<file path="src/rtl/irt_pkg.sv">
package irt_pkg;
    localparam int VEC_LSB  = 0;
    localparam int VEC_W    = 8;
    localparam int RIRR_BIT = 14;
    localparam int TRIG_BIT = 15;
    localparam int MASK_BIT = 16;
    localparam int DEST_LSB = 56;
    localparam int DEST_W   = 8;

    localparam logic [11:0] MSG_PREFIX = 12'hFEE;

    typedef logic [63:0] irt_entry_t;

    localparam irt_entry_t ENTRY_RST = 64'h0000_0000_0001_0000;

    function automatic logic [31:0] msg_addr(input irt_entry_t e);
        return {MSG_PREFIX, e[DEST_LSB +: DEST_W], 12'h000};
    endfunction

    function automatic logic [31:0] msg_data(input irt_entry_t e);
        return {24'h0, e[VEC_LSB +: VEC_W]};
    endfunction
endpackage

</file>
<file path="src/rtl/irt_table.sv">
module irt_table
    import irt_pkg::*;
#(
    parameter int NUM_IN = 4,
    localparam int IDX_W = (NUM_IN > 1) ? $clog2(NUM_IN) : 1
) (
    input  logic                         clk,
    input  logic                         rst_n,
    input  logic                         reg_wr,
    input  logic [IDX_W-1:0]             reg_idx,
    input  logic                         reg_half,
    input  logic [31:0]                  reg_wdata,
    output logic [31:0]                  reg_rdata,
    input  logic                         set_rirr,
    input  logic [IDX_W-1:0]             set_idx,
    input  logic                         eoi_valid,
    input  logic [7:0]                   eoi_vector,
    output irt_entry_t [NUM_IN-1:0]      entries_o
);
    typedef struct packed {
        irt_entry_t [NUM_IN-1:0] ent;
    } tbl_state_t;

    tbl_state_t st_d, st_q;

    always_comb begin
        st_d      = st_q;
        reg_rdata = '0;
        for (int i = 0; i < NUM_IN; i++) begin
            // broadcast EOI: every matching entry clears in parallel
            if (eoi_valid && st_q.ent[i][VEC_LSB +: VEC_W] == eoi_vector)
                st_d.ent[i][RIRR_BIT] = 1'b0;
            // an accepted level delivery wins over a same-cycle EOI
            if (set_rirr && set_idx == IDX_W'(i))
                st_d.ent[i][RIRR_BIT] = 1'b1;
            if (reg_wr && reg_idx == IDX_W'(i)) begin
                if (reg_half)
                    st_d.ent[i][63:32] = reg_wdata;
                else
                    st_d.ent[i][31:0] = {reg_wdata[31:RIRR_BIT+1],
                                         st_d.ent[i][RIRR_BIT],
                                         reg_wdata[RIRR_BIT-1:0]};
            end
            if (reg_idx == IDX_W'(i))
                reg_rdata = reg_half ? st_q.ent[i][63:32] : st_q.ent[i][31:0];
        end
    end

    always_ff @(posedge clk or negedge rst_n) begin
        if (!rst_n) begin
            for (int i = 0; i < NUM_IN; i++) st_q.ent[i] <= ENTRY_RST;
        end else begin
            st_q <= st_d;
        end
    end

    assign entries_o = st_q.ent;
endmodule

</file>
<file path="src/rtl/irt_pending.sv">
module irt_pending
    import irt_pkg::*;
#(
    parameter int NUM_IN = 4,
    localparam int IDX_W = (NUM_IN > 1) ? $clog2(NUM_IN) : 1
) (
    input  logic                    clk,
    input  logic                    rst_n,
    input  logic [NUM_IN-1:0]       irq_in,
    input  irt_entry_t [NUM_IN-1:0] entries,
    input  logic                    clr_valid,
    input  logic [IDX_W-1:0]        clr_idx,
    output logic [NUM_IN-1:0]       eligible
);
    typedef struct packed {
        logic [NUM_IN-1:0] irr;
        logic [NUM_IN-1:0] prev;
    } pend_state_t;

    pend_state_t st_d, st_q;

    always_comb begin
        st_d      = st_q;
        st_d.prev = irq_in;
        eligible  = '0;
        for (int i = 0; i < NUM_IN; i++) begin
            if (entries[i][TRIG_BIT]) begin
                st_d.irr[i] = 1'b0;
                eligible[i] = ~entries[i][MASK_BIT] & irq_in[i] & ~entries[i][RIRR_BIT];
            end else begin
                if (clr_valid && clr_idx == IDX_W'(i))
                    st_d.irr[i] = 1'b0;
                if (irq_in[i] && !st_q.prev[i])
                    st_d.irr[i] = 1'b1;
                eligible[i] = ~entries[i][MASK_BIT] & st_q.irr[i];
            end
        end
    end

    always_ff @(posedge clk or negedge rst_n) begin
        if (!rst_n) st_q <= '0;
        else        st_q <= st_d;
    end
endmodule

</file>
<file path="src/rtl/irt_arbiter.sv">
module irt_arbiter
    import irt_pkg::*;
#(
    parameter int NUM_IN = 4,
    localparam int IDX_W = (NUM_IN > 1) ? $clog2(NUM_IN) : 1
) (
    input  logic                    clk,
    input  logic                    rst_n,
    input  logic [NUM_IN-1:0]       eligible,
    input  irt_entry_t [NUM_IN-1:0] entries,
    output logic                    wr_valid,
    input  logic                    wr_ready,
    output logic [31:0]             wr_addr,
    output logic [31:0]             wr_data,
    output logic                    fire,
    output logic [IDX_W-1:0]        fire_idx
);
    typedef struct packed {
        logic             valid;
        logic [IDX_W-1:0] idx;
        logic [31:0]      addr;
        logic [31:0]      data;
    } arb_state_t;

    arb_state_t st_d, st_q;
    logic [IDX_W-1:0] pick;

    always_comb begin
        pick = '0;
        for (int i = NUM_IN - 1; i >= 0; i--)
            if (eligible[i]) pick = IDX_W'(i);
    end

    always_comb begin
        st_d = st_q;
        if (st_q.valid) begin
            if (wr_ready) st_d.valid = 1'b0;
        end else if (|eligible) begin
            st_d.valid = 1'b1;
            st_d.idx   = pick;
            st_d.addr  = msg_addr(entries[pick]);
            st_d.data  = msg_data(entries[pick]);
        end
    end

    always_ff @(posedge clk or negedge rst_n) begin
        if (!rst_n) st_q <= '0;
        else        st_q <= st_d;
    end

    assign wr_valid = st_q.valid;
    assign wr_addr  = st_q.addr;
    assign wr_data  = st_q.data;
    assign fire     = st_q.valid & wr_ready;
    assign fire_idx = st_q.idx;
endmodule

</file>
<file path="src/rtl/irt_ctrl.sv">
module irt_ctrl
    import irt_pkg::*;
#(
    parameter int NUM_IN = 4,
    localparam int IDX_W = (NUM_IN > 1) ? $clog2(NUM_IN) : 1
) (
    input  logic              clk,
    input  logic              rst_n,
    input  logic              reg_wr,
    input  logic [IDX_W-1:0]  reg_idx,
    input  logic              reg_half,
    input  logic [31:0]       reg_wdata,
    output logic [31:0]       reg_rdata,
    input  logic [NUM_IN-1:0] irq_in,
    output logic              wr_valid,
    input  logic              wr_ready,
    output logic [31:0]       wr_addr,
    output logic [31:0]       wr_data,
    input  logic              eoi_valid,
    input  logic [7:0]        eoi_vector
);
    irt_entry_t [NUM_IN-1:0] tbl_entries;
    logic [NUM_IN-1:0]       eligible;
    logic                    acc_fire;
    logic [IDX_W-1:0]        acc_idx;
    logic                    acc_level;

    assign acc_level = acc_fire & tbl_entries[acc_idx][TRIG_BIT];

    irt_table #(.NUM_IN(NUM_IN)) u_table (
        .clk        (clk),
        .rst_n      (rst_n),
        .reg_wr     (reg_wr),
        .reg_idx    (reg_idx),
        .reg_half   (reg_half),
        .reg_wdata  (reg_wdata),
        .reg_rdata  (reg_rdata),
        .set_rirr   (acc_level),
        .set_idx    (acc_idx),
        .eoi_valid  (eoi_valid),
        .eoi_vector (eoi_vector),
        .entries_o  (tbl_entries)
    );

    irt_pending #(.NUM_IN(NUM_IN)) u_pending (
        .clk       (clk),
        .rst_n     (rst_n),
        .irq_in    (irq_in),
        .entries   (tbl_entries),
        .clr_valid (acc_fire),
        .clr_idx   (acc_idx),
        .eligible  (eligible)
    );

    irt_arbiter #(.NUM_IN(NUM_IN)) u_arbiter (
        .clk      (clk),
        .rst_n    (rst_n),
        .eligible (eligible),
        .entries  (tbl_entries),
        .wr_valid (wr_valid),
        .wr_ready (wr_ready),
        .wr_addr  (wr_addr),
        .wr_data  (wr_data),
        .fire     (acc_fire),
        .fire_idx (acc_idx)
    );
endmodule

</file>
<file path="config.mk">
export PLATFORM = sky130hd
export DESIGN_NAME = irt_ctrl
export DESIGN_NICKNAME = d
export VERILOG_FILES = /design/src/rtl/irt_pkg.sv /design/src/rtl/irt_table.sv /design/src/rtl/irt_pending.sv /design/src/rtl/irt_arbiter.sv /design/src/rtl/irt_ctrl.sv
export SDC_FILE = /design/constraint.sdc
export NUM_CORES = 1
export LEC_CHECK = 0
export BUFFER_PORTS_ARGS = -buffer_cell sky130_fd_sc_hd__buf_2
export CORE_UTILIZATION = 30
export DETAILED_ROUTE_END_ITERATION = 10
export PLACE_DENSITY_LB_ADDON = 0.05
export SLEW_MARGIN = 30
export SYNTH_ARGS = -nofsm -noshare
export SYNTH_HDL_FRONTEND = slang
export SYNTH_SLANG_ARGS = --single-unit
</file>
<file path="constraint.sdc">
create_clock -name clk -period 2.6 [get_ports clk]
set_clock_uncertainty 0.2 [all_clocks]
set_input_delay 0.39 -clock clk [delete_from_list [all_inputs] [get_ports clk]]
set_output_delay 0.39 -clock clk [all_outputs]
set_load 0.01 [all_outputs]
</file>
==> results.py, run 1 <==
metrics = {
    "clock_tree": {
        "clkLatencyLatePin_ns": 0.54,
        "cts.clk_slew.worst_paths_ns": 0.06,
        "cts_buffer_depth": 3,
        "clockRootBuffer": "clkbuf_16",
        "post_cts_resize_count": 0,
        "cts.sinks": 284,
        "cts_tree": "built",
        "cts_made_buffers": 36,
        "htree_num_levels": 2,
    },
    "outcome": {
        "status": "complete, no violations",
    },
    "timing": {
        "setup-violations-final": 0,
        "rsz0062_at_grt": "no",
        "hold_viol": 0,
        "timing.final.crit_share_pct": 96.7,
        "worstMarginPinSlew_ns": 0.745,
        "layout_setup_ws_ns": 0.0863,
        "min_period_ns": 2.51,
        "slew_violations": 0,
        "max_freq_mhz": 398,
        "setup_tns_ns": 0,
        "slew_headroom_pct": 50.3,
    },
    "worst_setup_path": {
        "slowest_stage": "mux4_2",
        "critPathCaptureType": "output pin",
        "worstPathRequired_ns": 2.01,
        "critPathKind": "reg2out",
        "crit_chain": "mux4_2, mux2_2, buf_2",
        "worstReg2RegStart": "u_table.entries_o[80]$_DFFE_PN1P_",
        "reg2reg_depth": 5,
        "crit_start": "u_table.entries_o[70]$_DFFE_PN0P_",
        "r2r_setup_slack_ns": 0.35,
        "reg2reg_to": "u_arbiter.wr_addr[19]$_DFFE_PN0P_",
        "cp_data_arrival_time_ns": 1.92,
        "crit_fanout": 4,
        "cp-endpoint": "reg_rdata[6]",
        "start_kind": "register",
        "cpPeakStageDelay_ns": 0.48,
    },
    "logic_synthesis": {
        "synth_enable_flop_cells": 0,
        "postSynthCellCount": 978,
        "ys_ff_latch": 284,
        "synth_ff_type": "dfrtp_1",
        "async_flop_share_pct": 100,
        "avgSynthCellArea_sq_um": 14.3,
        "synth_area_leaders": "dfrtp_1 (50%), mux2_2 (23%), mux4_2 (10%), buf_4 (2.5%), xor2_1 (1.8%)",
        "yosysTopAreaCell": "dfrtp_1",
        "yosys-top-cells-count": "dfrtp_1 (280), mux2_2 (280), mux4_2 (64)",
        "synthSimpleGateAreaFrac_pct": 5.15,
        "synth_compound_area_share_pct": 3.84,
        "synthAdderAreaFrac_pct": 0,
        "syn_area_sq_um": 14000,
        "ys_types": 48,
        "muxShareOfSynthArea_pct": 33.2,
        "yosysTopAreaCellShare_pct": 50.1,
        "synthXorXnorAreaFrac_pct": 2.00,
        "seq_area_frac_synth_pct": 50.9,
        "ys_warn_count": 0,
        "synth_top_family_by_area": "multiplexers",
    },
    "routing": {
        "dr.first_iter.drc_count": 440,
        "dr.pass1.iters": 6,
        "finalWirelength_um": 40400,
        "vias": 8661,
        "final_antenna_net_count": 0,
        "wl_per_cell_um": 22.9,
        "viasPerCell": 4.92,
        "drc": 0,
    },
    "layout": {
        "nets": 1183,
        "final_core_util_pct": 36.9,
        "multi_input_area_sq_um": 6350,
        "drive_gt1_share_pct": 49.5,
        "regArea_sq_um": 7110,
        "syn_to_final_growth_pct": 20.5,
        "instances_no_fill": 1762,
        "nFillCells": 4426,
    },
    "placement": {
        "pre_cts_ws_ns": 0.180,
        "gp_congestion": 0.787,
        "dp_cells": 1661,
        "hpwlAfterDp_um": 26500,
        "port_buffers": 110,
    },
    "grt": {
        "grt-ovfl-total": 0,
        "track_usage_pct": 17.7,
        "grt_pass1_vias": 9506,
        "grt_util_met1_pct": 24.6,
        "grt_antenna_before_repair": 4,
        "grtUsageMet3_pct": 3.79,
        "top_usage_layer": "met2",
        "grt_use_met2_pct": 28.2,
        "grt_max_degree": 64,
        "grt_pass1_wl_um": 62400,
    },
    "floorplan": {
        "fp.coreArea_sq_um": 45700,
        "rows": 78,
        "die_w_um": 218,
        "die-area_sq_um": 47500,
        "initial_utilization_pct": 30.6,
        "die_h_um": 218,
        "io_pins": 149,
    },
    "pwr": {
        "leakagePower_nw": 7.25,
        "ir_drop_mv": 0.399,
        "power_per_cell_area_nw_per_um2": 888,
    },
    "flow_run": {
        "maxCapViolCount": 0,
    },
    "min_path": {
        "hold_path.startpoint": "reg_wdata[25]",
        "min_path_type": "in2reg",
    },
}
cells by family (layout without fill, tap and decap cells):
kind of cell	count (synthesis)	count (layout)
other	1	41
xor gates and xnor gates	32	32
and+or+nand+nor	119	119
AOI/OAI and AO/OA	81	81
DFF	284	284
muxes	348	348
buffers and inverters	113	257
placed cells by master, fill, tap and decap left out, types with 4 or more instances in the layout:
cell type	instances
buf_12	15
xor2_1	28
dfstp_2	4
nand2_1	5
o22ai_1	15
dfrtp_1	280
mux4_2	64
xnor2_1	4
and3_1	31
clkinv_2	4
nand2b_1	4
a21oi_1	8
nor3_1	4
conb_1	38
o21ai_0	16
nand4_1	5
clkbuf_8	11
clkbuf_16	37
nor2_1	25
buf_2	106
dlygate4sd3_1	32
a21o_1	16
a31oi_1	15
clkbuf_1	9
buf_4	35
nor4_1	4
mux2_2	280
nor3b_1	17
mux2_1	4
flip-flops by register name, summed over array words and instances (netlist names):
register and cells:
u_arbiter.wr_valid 1, u_arbiter.wr_data 8, u_arbiter.fire_idx 2, u_pending.st_q 8, u_table.entries_o 256, u_arbiter.wr_addr 9
power by group:
part	leakage (nW)	total (W)	internal [W]	switching (W)
Combinational	3.29	0.00360	0.00199	0.00161
Sequential	3.38	0.00633	0.00551	0.000827
Clock	0.585	0.00502	0.00304	0.00199
worst min-delay path by stage:
stage,end,slack [ns],depth (start not counted)
global route,u_table.entries_o[3]$_DFFE_PN0P_,0.03,2
CTS,u_table.entries_o[217]$_DFFE_PN0P_,0.02,2
floorplan,u_arbiter.fire_idx[0]$_DFFE_PN0P_,-0.11,0
detailed placement,u_table.entries_o[33]$_DFFE_PN0P_,0.19,1
global placement,u_table.entries_o[33]$_DFFE_PN0P_,0.20,1
finish,u_table.entries_o[217]$_DFFE_PN0P_,0.05,2
through the flow:
step	total power (W)	area [sq um]	hold slack, ns
after floorplan	0.00864	14100	-0.106
after global placement	0.0100	15300	0.198
after detailed placement	0.0101	15300	0.193
after CTS	0.0152	16800	0.0202
after global routing	0.0158	16800	0.0255
final	0.0150	16800	0.0468
timing repair:
action,CTS,global route
hold endpoints to repair,233,0
hold buffers,32,0
buffers inserted,0,0
critical path: cells and delay by family, from the launching register on:
family   cells  cell delay [ns]
buf+inv      1             0.15
flops        1             0.44
mux          2             0.79
final cells by class:
cell class | count | share of cell area, %
Timing Repair Buffer | 189 | 8.48
Clock buffer | 57 | 6.59
Clock inverter | 9 | 0.490
Tap cell | 600 | 4.46
Antenna cell | 3 | 0.0446
Inverter | 2 | 0.0446
Multi-Input combinational cell | 618 | 37.7
Sequential cell | 284 | 42.2
per-layer routing:
| metal | wire length, um | share of wire (%) | up-vias |
|---|---|---|---|
| li1 | - | - | 3873 |
| met1 | 19200 | 48 | 4565 |
| met2 | 18800 | 46 | 175 |
| met3 | 1810 | 4.5 | 46 |
| met4 | 611 | 1.5 | 2 |
| met5 | 11 | 0.027 | - |
(Power assumes the default switching activity.)
==> run 2, diff against run 1 <==
--- a/config.mk
+++ b/config.mk
@@ -6,6 +6,8 @@
 export NUM_CORES = 1
 export LEC_CHECK = 0
 export BUFFER_PORTS_ARGS = -buffer_cell sky130_fd_sc_hd__buf_2
+export CELL_PAD_IN_SITES_DETAIL_PLACEMENT = 0
+export CELL_PAD_IN_SITES_GLOBAL_PLACEMENT = 2
 export CORE_UTILIZATION = 30
 export DETAILED_ROUTE_END_ITERATION = 10
 export PLACE_DENSITY_LB_ADDON = 0.05
==> run 2 against run 1 <==
Compared with the run above: non-clock buffer count rose by 2; wire length rose by 1.8%; critical endpoint is now reg_rdata[28]; flip-flop and latch count did not move; largest cell class unchanged; combinational power barely moved; final area rose by 0.63%; cell count did not move; count of clock-buffer cells in the layout fell by 5.
==> results.py, run 2 (synthesis gave the netlist of run 1 again) <==
metrics = {
    "clock_tree": {
        "cts_tree": "built",
        "cts.clk_slew.worst_paths_ns": 0.06,
        "clkLatencyLatePin_ns": 0.55,
        "cts.sinks": 284,
        "clockRootBuffer": "clkbuf_16",
        "cts_buffer_depth": 3,
        "htree_num_levels": 2,
        "cts_made_buffers": 37,
    },
    "grt": {
        "grt_antenna_before_repair": 1,
        "grt-ovfl-total": 0,
        "grt_pass1_wl_um": 62600,
        "grt_pass1_vias": 9294,
        "track_usage_pct": 17.9,
        "grt_max_degree": 67,
    },
    "routing": {
        "dr.pass1.iters": 4,
        "finalWirelength_um": 41100,
        "wl_per_cell_um": 23.3,
        "dr.first_iter.drc_count": 416,
        "vias": 8742,
        "drc": 0,
        "final_antenna_net_count": 0,
        "viasPerCell": 4.96,
    },
    "timing": {
        "min_period_ns": 2.53,
        "setup_tns_ns": 0,
        "setup-violations-final": 0,
        "slew_violations": 0,
        "hold_viol": 0,
        "slew_headroom_pct": 53.8,
        "max_freq_mhz": 395,
        "worstMarginPinSlew_ns": 0.693,
        "rsz0062_at_grt": "no",
        "timing.final.crit_share_pct": 97.4,
    },
    "floorplan": {
        "die_h_um": 218,
        "die_w_um": 218,
        "io_pins": 149,
        "initial_utilization_pct": 30.6,
        "rows": 78,
        "fp.coreArea_sq_um": 45700,
        "die-area_sq_um": 47500,
    },
    "placement": {
        "gp_congestion": 0.786,
        "port_buffers": 110,
        "dp_cells": 1662,
        "hpwlAfterDp_um": 27200,
    },
    "layout": {
        "syn_to_final_growth_pct": 21.3,
        "layout_commonest_cell": "mux2_2",
        "nFillCells": 4472,
        "largest_reg_flops": 256,
        "nets": 1186,
        "final_cell_mix": "mux2_2 (280), dfrtp_1 (279), buf_2 (106)",
        "drive_gt1_share_pct": 49.7,
        "instances_no_fill": 1762,
    },
    "pwr": {
        "power_per_cell_area_nw_per_um2": 890,
        "leakagePower_nw": 7.31,
        "ir_drop_mv": 0.364,
    },
    "worst_setup_path": {
        "crit_fanout": 4,
        "start_kind": "register",
        "worstPathRequired_ns": 2.01,
        "critPathCaptureType": "output pin",
        "r2r_setup_slack_ns": 0.37,
        "critPathKind": "reg2out",
        "cp_data_arrival_time_ns": 1.94,
    },
    "flow_run": {
        "maxCapViolCount": 0,
    },
    "outcome": {
        "status": "complete, no violations",
    },
    "min_path": {
        "min_path_type": "in2reg",
    },
}
==> run 2: cell types whose count changed in the layout (fill, tap and decap cells not counted) <==
cell	change
bufinv_16	+2
clkinv_2	+4
diode_2	-2
buf_12	+5
clkinvlp_4	-2
dfrtp_2	+1
clkbuf_1	-1
inv_6	-1
buf_4	-4
dfrtp_1	-1
clkbuf_8	-4
clkinv_8	+2
dlygate4sd3_1	+1
==> run 2: worst paths after layout <==
kind                                              startpoint                            endpoint  cells past startpoint
setup / recovery           u_table.entries_o[60]$_DFFE_PN0P_                       reg_rdata[28]                      3
hold reg to reg                  u_pending.st_q[2]$_DFF_PN0_       u_pending.st_q[6]$_DFFE_PN0P_                      2
max in group asynchronous                              rst_n   u_table.entries_o[21]$_DFFE_PN0P_                      3
hold / removal                                  reg_wdata[6]  u_table.entries_o[102]$_DFFE_PN0P_                      2
setup reg to reg           u_table.entries_o[79]$_DFFE_PN0P_   u_arbiter.wr_addr[19]$_DFFE_PN0P_                      5
min in group asynchronous                              rst_n  u_table.entries_o[193]$_DFFE_PN0P_                      2
==> run 2: final cells by class <==
type | count | area (sq um) | share of cell area [%]
multi-input cells | 618 | 6350 | 37.4
repair buffers | 191 | 1510 | 8.90
diodes | 1 | 2.50 | 0.0148
clock buffers | 52 | 1050 | 6.21
inverters | 2 | 7.51 | 0.0443
well taps | 600 | 751 | 4.43
flip-flops and latches | 284 | 7110 | 42.0
clock inverters | 14 | 171 | 1.01
==> run 2: where the power goes <==
part	internal (W)	switching, W
logic	0.00199	0.00160
registers	0.00551	0.000835
clock network	0.00313	0.00203
total	0.0106	0.00446
==> run 2: critical path: stages, from the launching register on <==
cell,delay (ns)
dfrtp_1,0.42
mux4_2,0.55
mux2_2,0.30
buf_2,0.14
==> run 2: timing repair <==
item / CTS / global route
buffers inserted: 0 / 0
endpoints found under the hold margin: 486 / 0
gates resized for setup: 0 / 1
hold buffers: 33 / 0
endpoints found under the setup margin: 0 / 1
==> run 2: per-stage QoR <==
step / power [W] / area (sq um) / utilization (%) / hold slack, ns / setup WS [ns]
floorplan: 0.00864 / 14100 / - / -0.106 / 0.318
global placement: 0.0100 / 15400 / 33.7 / 0.105 / 0.165
detailed placement: 0.0101 / 15400 / 33.7 / 0.104 / 0.146
CTS: 0.0154 / 17000 / 37.1 / 0.00338 / 0.0247
global route: 0.0160 / 17000 / 37.1 / 0.0266 / 0.00323
finish: 0.0151 / 17000 / 37.1 / 0.0405 / 0.0682
==> run 2: routing by layer <==
layer	track usage (%)	vias to the layer above	share of wire, %
met5	0	-	0.039
met4	4.06	2	1.6
met3	3.43	50	3.8
met2	27.9	156	46
met1	25.5	4655	48
li1	-	3879	-
==> run 3, diff against run 2 <==
==> constraint.sdc (replaced) <==
create_clock -name clk -period 2.3 [get_ports clk]
set_clock_uncertainty 0.2 [all_clocks]
set_input_delay 0.345 -clock clk [delete_from_list [all_inputs] [get_ports clk]]
set_output_delay 0.345 -clock clk [all_outputs]
set_load 0.01 [all_outputs]
==> run 3 against run 2 <==
Compared with the run above: the run now ends with negative setup slack left; setup slack got worse by 0.26 ns; flip-flop and latch count is the same; non-clock buffer count rose by 80; via count grew 3.5%; critical endpoint is now reg_rdata[15]; die area unchanged; wire length up 2.6%; largest power group unchanged; hold slack improved by 0.0068 ns.
==> results.py, run 3 (synthesis gave the netlist of run 1 again) <==
metrics = {
    "outcome": {
        "status": "complete, but fails checks",
        "violations": "negative setup slack",
    },
    "worst_setup_path": {
        "crit_fanout": 2,
        "critPathCaptureType": "output pin",
        "cpPeakStageDelay_ns": 0.48,
        "crit_chain": "buf_6, mux4_2, mux2_4, buf_6",
        "reg2reg_depth": 6,
        "worstReg2RegStart": "u_table.entries_o[15]$_DFFE_PN0P_",
        "start_kind": "register",
        "critPathKind": "reg2out",
        "crit_start": "u_table.entries_o[15]$_DFFE_PN0P_",
        "cp_data_arrival_time_ns": 1.95,
        "r2r_setup_slack_ns": 0.06,
        "crit_top_cell": "buf_6",
        "reg2reg_to": "u_arbiter.wr_addr[19]$_DFFE_PN0P_",
        "slowest_stage": "mux4_2",
        "worstPathRequired_ns": 1.75,
        "cp-endpoint": "reg_rdata[15]",
    },
    "grt": {
        "grt_max_degree": 56,
        "track_usage_pct": 18.3,
        "grt-ovfl-total": 0,
        "grt_pass1_wl_um": 64800,
        "grt_pass1_vias": 9787,
        "grt_antenna_before_repair": 2,
    },
    "routing": {
        "dr.pass1.iters": 4,
        "viasPerCell": 4.91,
        "met3_length_um": 1640,
        "wl_per_cell_um": 22.9,
        "route.met2.wl_um": 19900,
        "highest_layer": "met5",
        "finalWirelength_um": 42200,
        "final_antenna_net_count": 0,
        "wl_met1_um": 20000,
        "drc": 0,
        "dr.first_iter.drc_count": 477,
        "vias": 9048,
    },
    "clock_tree": {
        "cts_tree": "built",
        "cts_made_buffers": 37,
        "cts_buffer_depth": 3,
        "htree_num_levels": 2,
        "clkLatencyLatePin_ns": 0.54,
        "cts.clk_slew.worst_paths_ns": 0.06,
        "clockRootBuffer": "clkbuf_16",
        "cts.sinks": 284,
    },
    "placement": {
        "hpwlAfterDp_um": 27400,
        "pre_cts_ws_ns": -0.0114,
        "port_buffers": 110,
        "gp_congestion": 0.812,
    },
    "timing": {
        "slew_violations": 0,
        "layout_setup_ws_ns": -0.196,
        "worstMarginPinSlew_ns": 0.559,
        "hold_viol": 0,
        "setup_tns_ns": -2.22,
        "slew_headroom_pct": 62.7,
        "max_freq_mhz": 401,
        "timing.final.crit_share_pct": 109,
        "rsz0062_at_grt": "yes",
        "setup-violations-final": 32,
        "min_period_ns": 2.50,
    },
    "floorplan": {
        "fp.coreArea_sq_um": 45700,
        "die_w_um": 218,
        "die_h_um": 218,
        "die-area_sq_um": 47500,
        "io_pins": 149,
        "rows": 78,
        "initial_utilization_pct": 30.6,
    },
    "pwr": {
        "leakagePower_nw": 7.89,
        "ir_drop_mv": 0.444,
        "power_per_cell_area_nw_per_um2": 1000,
    },
    "flow_run": {
        "maxCapViolCount": 0,
    },
    "layout": {
        "nFillCells": 4379,
        "layout_commonest_cell": "dfrtp_1",
        "final_cell_mix": "dfrtp_1 (265), mux2_2 (251), buf_4 (102)",
        "syn_to_final_growth_pct": 28.7,
        "drive_gt1_share_pct": 54.0,
        "nets": 1267,
        "final_core_util_pct": 39.4,
        "largest_reg_flops": 256,
    },
    "min_path": {
        "min_path_type": "in2reg",
    },
}
-- run 3: changes by cell type in the layout (fill, tap and decap cells not counted), sizes merged --
cell,previous run,this run
buf,158,233
dlygate4sd3,33,37
inv,3,2
clkinv,10,4
bufinv,3,2
clkbuf,52,59
or2,3,4
-- run 3: how the worst min path moves through the flow --
stage,from,end,cells past startpoint,slack (ns)
after floorplan,rst_n,u_arbiter.fire_idx[0]$_DFFE_PN0P_,0,-0.15
after global placement,rst_n,u_table.entries_o[33]$_DFFE_PN0P_,1,0.12
after detailed placement,rst_n,u_table.entries_o[97]$_DFFE_PN0P_,1,0.12
after CTS,eoi_valid,u_table.entries_o[206]$_DFFE_PN0P_,4,0.002
after global routing,eoi_valid,u_table.entries_o[206]$_DFFE_PN0P_,4,0.04
final,eoi_valid,u_table.entries_o[14]$_DFFE_PN0P_,3,0.05
-- run 3: layout make-up --
| class | instances | area (sq um) | area share, % |
|---|---|---|---|
| timing repair buffer | 271 | 2380 | 13.2 |
| sequential | 284 | 7130 | 39.6 |
| antenna | 1 | 2.50 | 0.0139 |
| tap | 600 | 751 | 4.17 |
| multi-input combinational | 619 | 6500 | 36.1 |
| inverter | 2 | 7.51 | 0.0417 |
| clock buffer | 58 | 1130 | 6.26 |
| clock inverter | 6 | 91.3 | 0.508 |
-- run 3: metal layers --
metal  up-vias  track usage [%]
met5         -                0
met1      4782             25.7
met2       174             29.2
li1       4043                -
met4         2             4.90
met3        47             3.03
-- run 3: repair_timing --
item	4_1_cts	5_1_grt
hold buffers	37	0
gates cloned	0	2
setup buffers	44	7
endpoints found under the hold margin	453	0
endpoints found under the setup margin	32	44
resized for setup	78	12
pin swaps	0	3
-- run 3: worst max-delay path: cells and delay by family (launching register included) --
family | cells | cell delay [ns]
DFF | 1 | 0.38
buffers and inverters | 2 | 0.25
muxes | 2 | 0.78
-- run 3: where the power goes --
part | switching, W | internal (W)
combinational | 0.00223 | 0.00296
sequential | 0.000772 | 0.00624
clock | 0.00223 | 0.00357
-- run 3: per-stage QoR --
step	area [sq um]	hold slack, ns	cells	power, W
finish	18000	0.0473	1841	0.0180
detailed placement	15600	0.125	1686	0.0115
CTS	17900	0.00193	1831	0.0182
global route	18000	0.0408	1840	0.0190
global placement	15600	0.124	1686	0.0115
floorplan	14100	-0.151	1015	0.00977
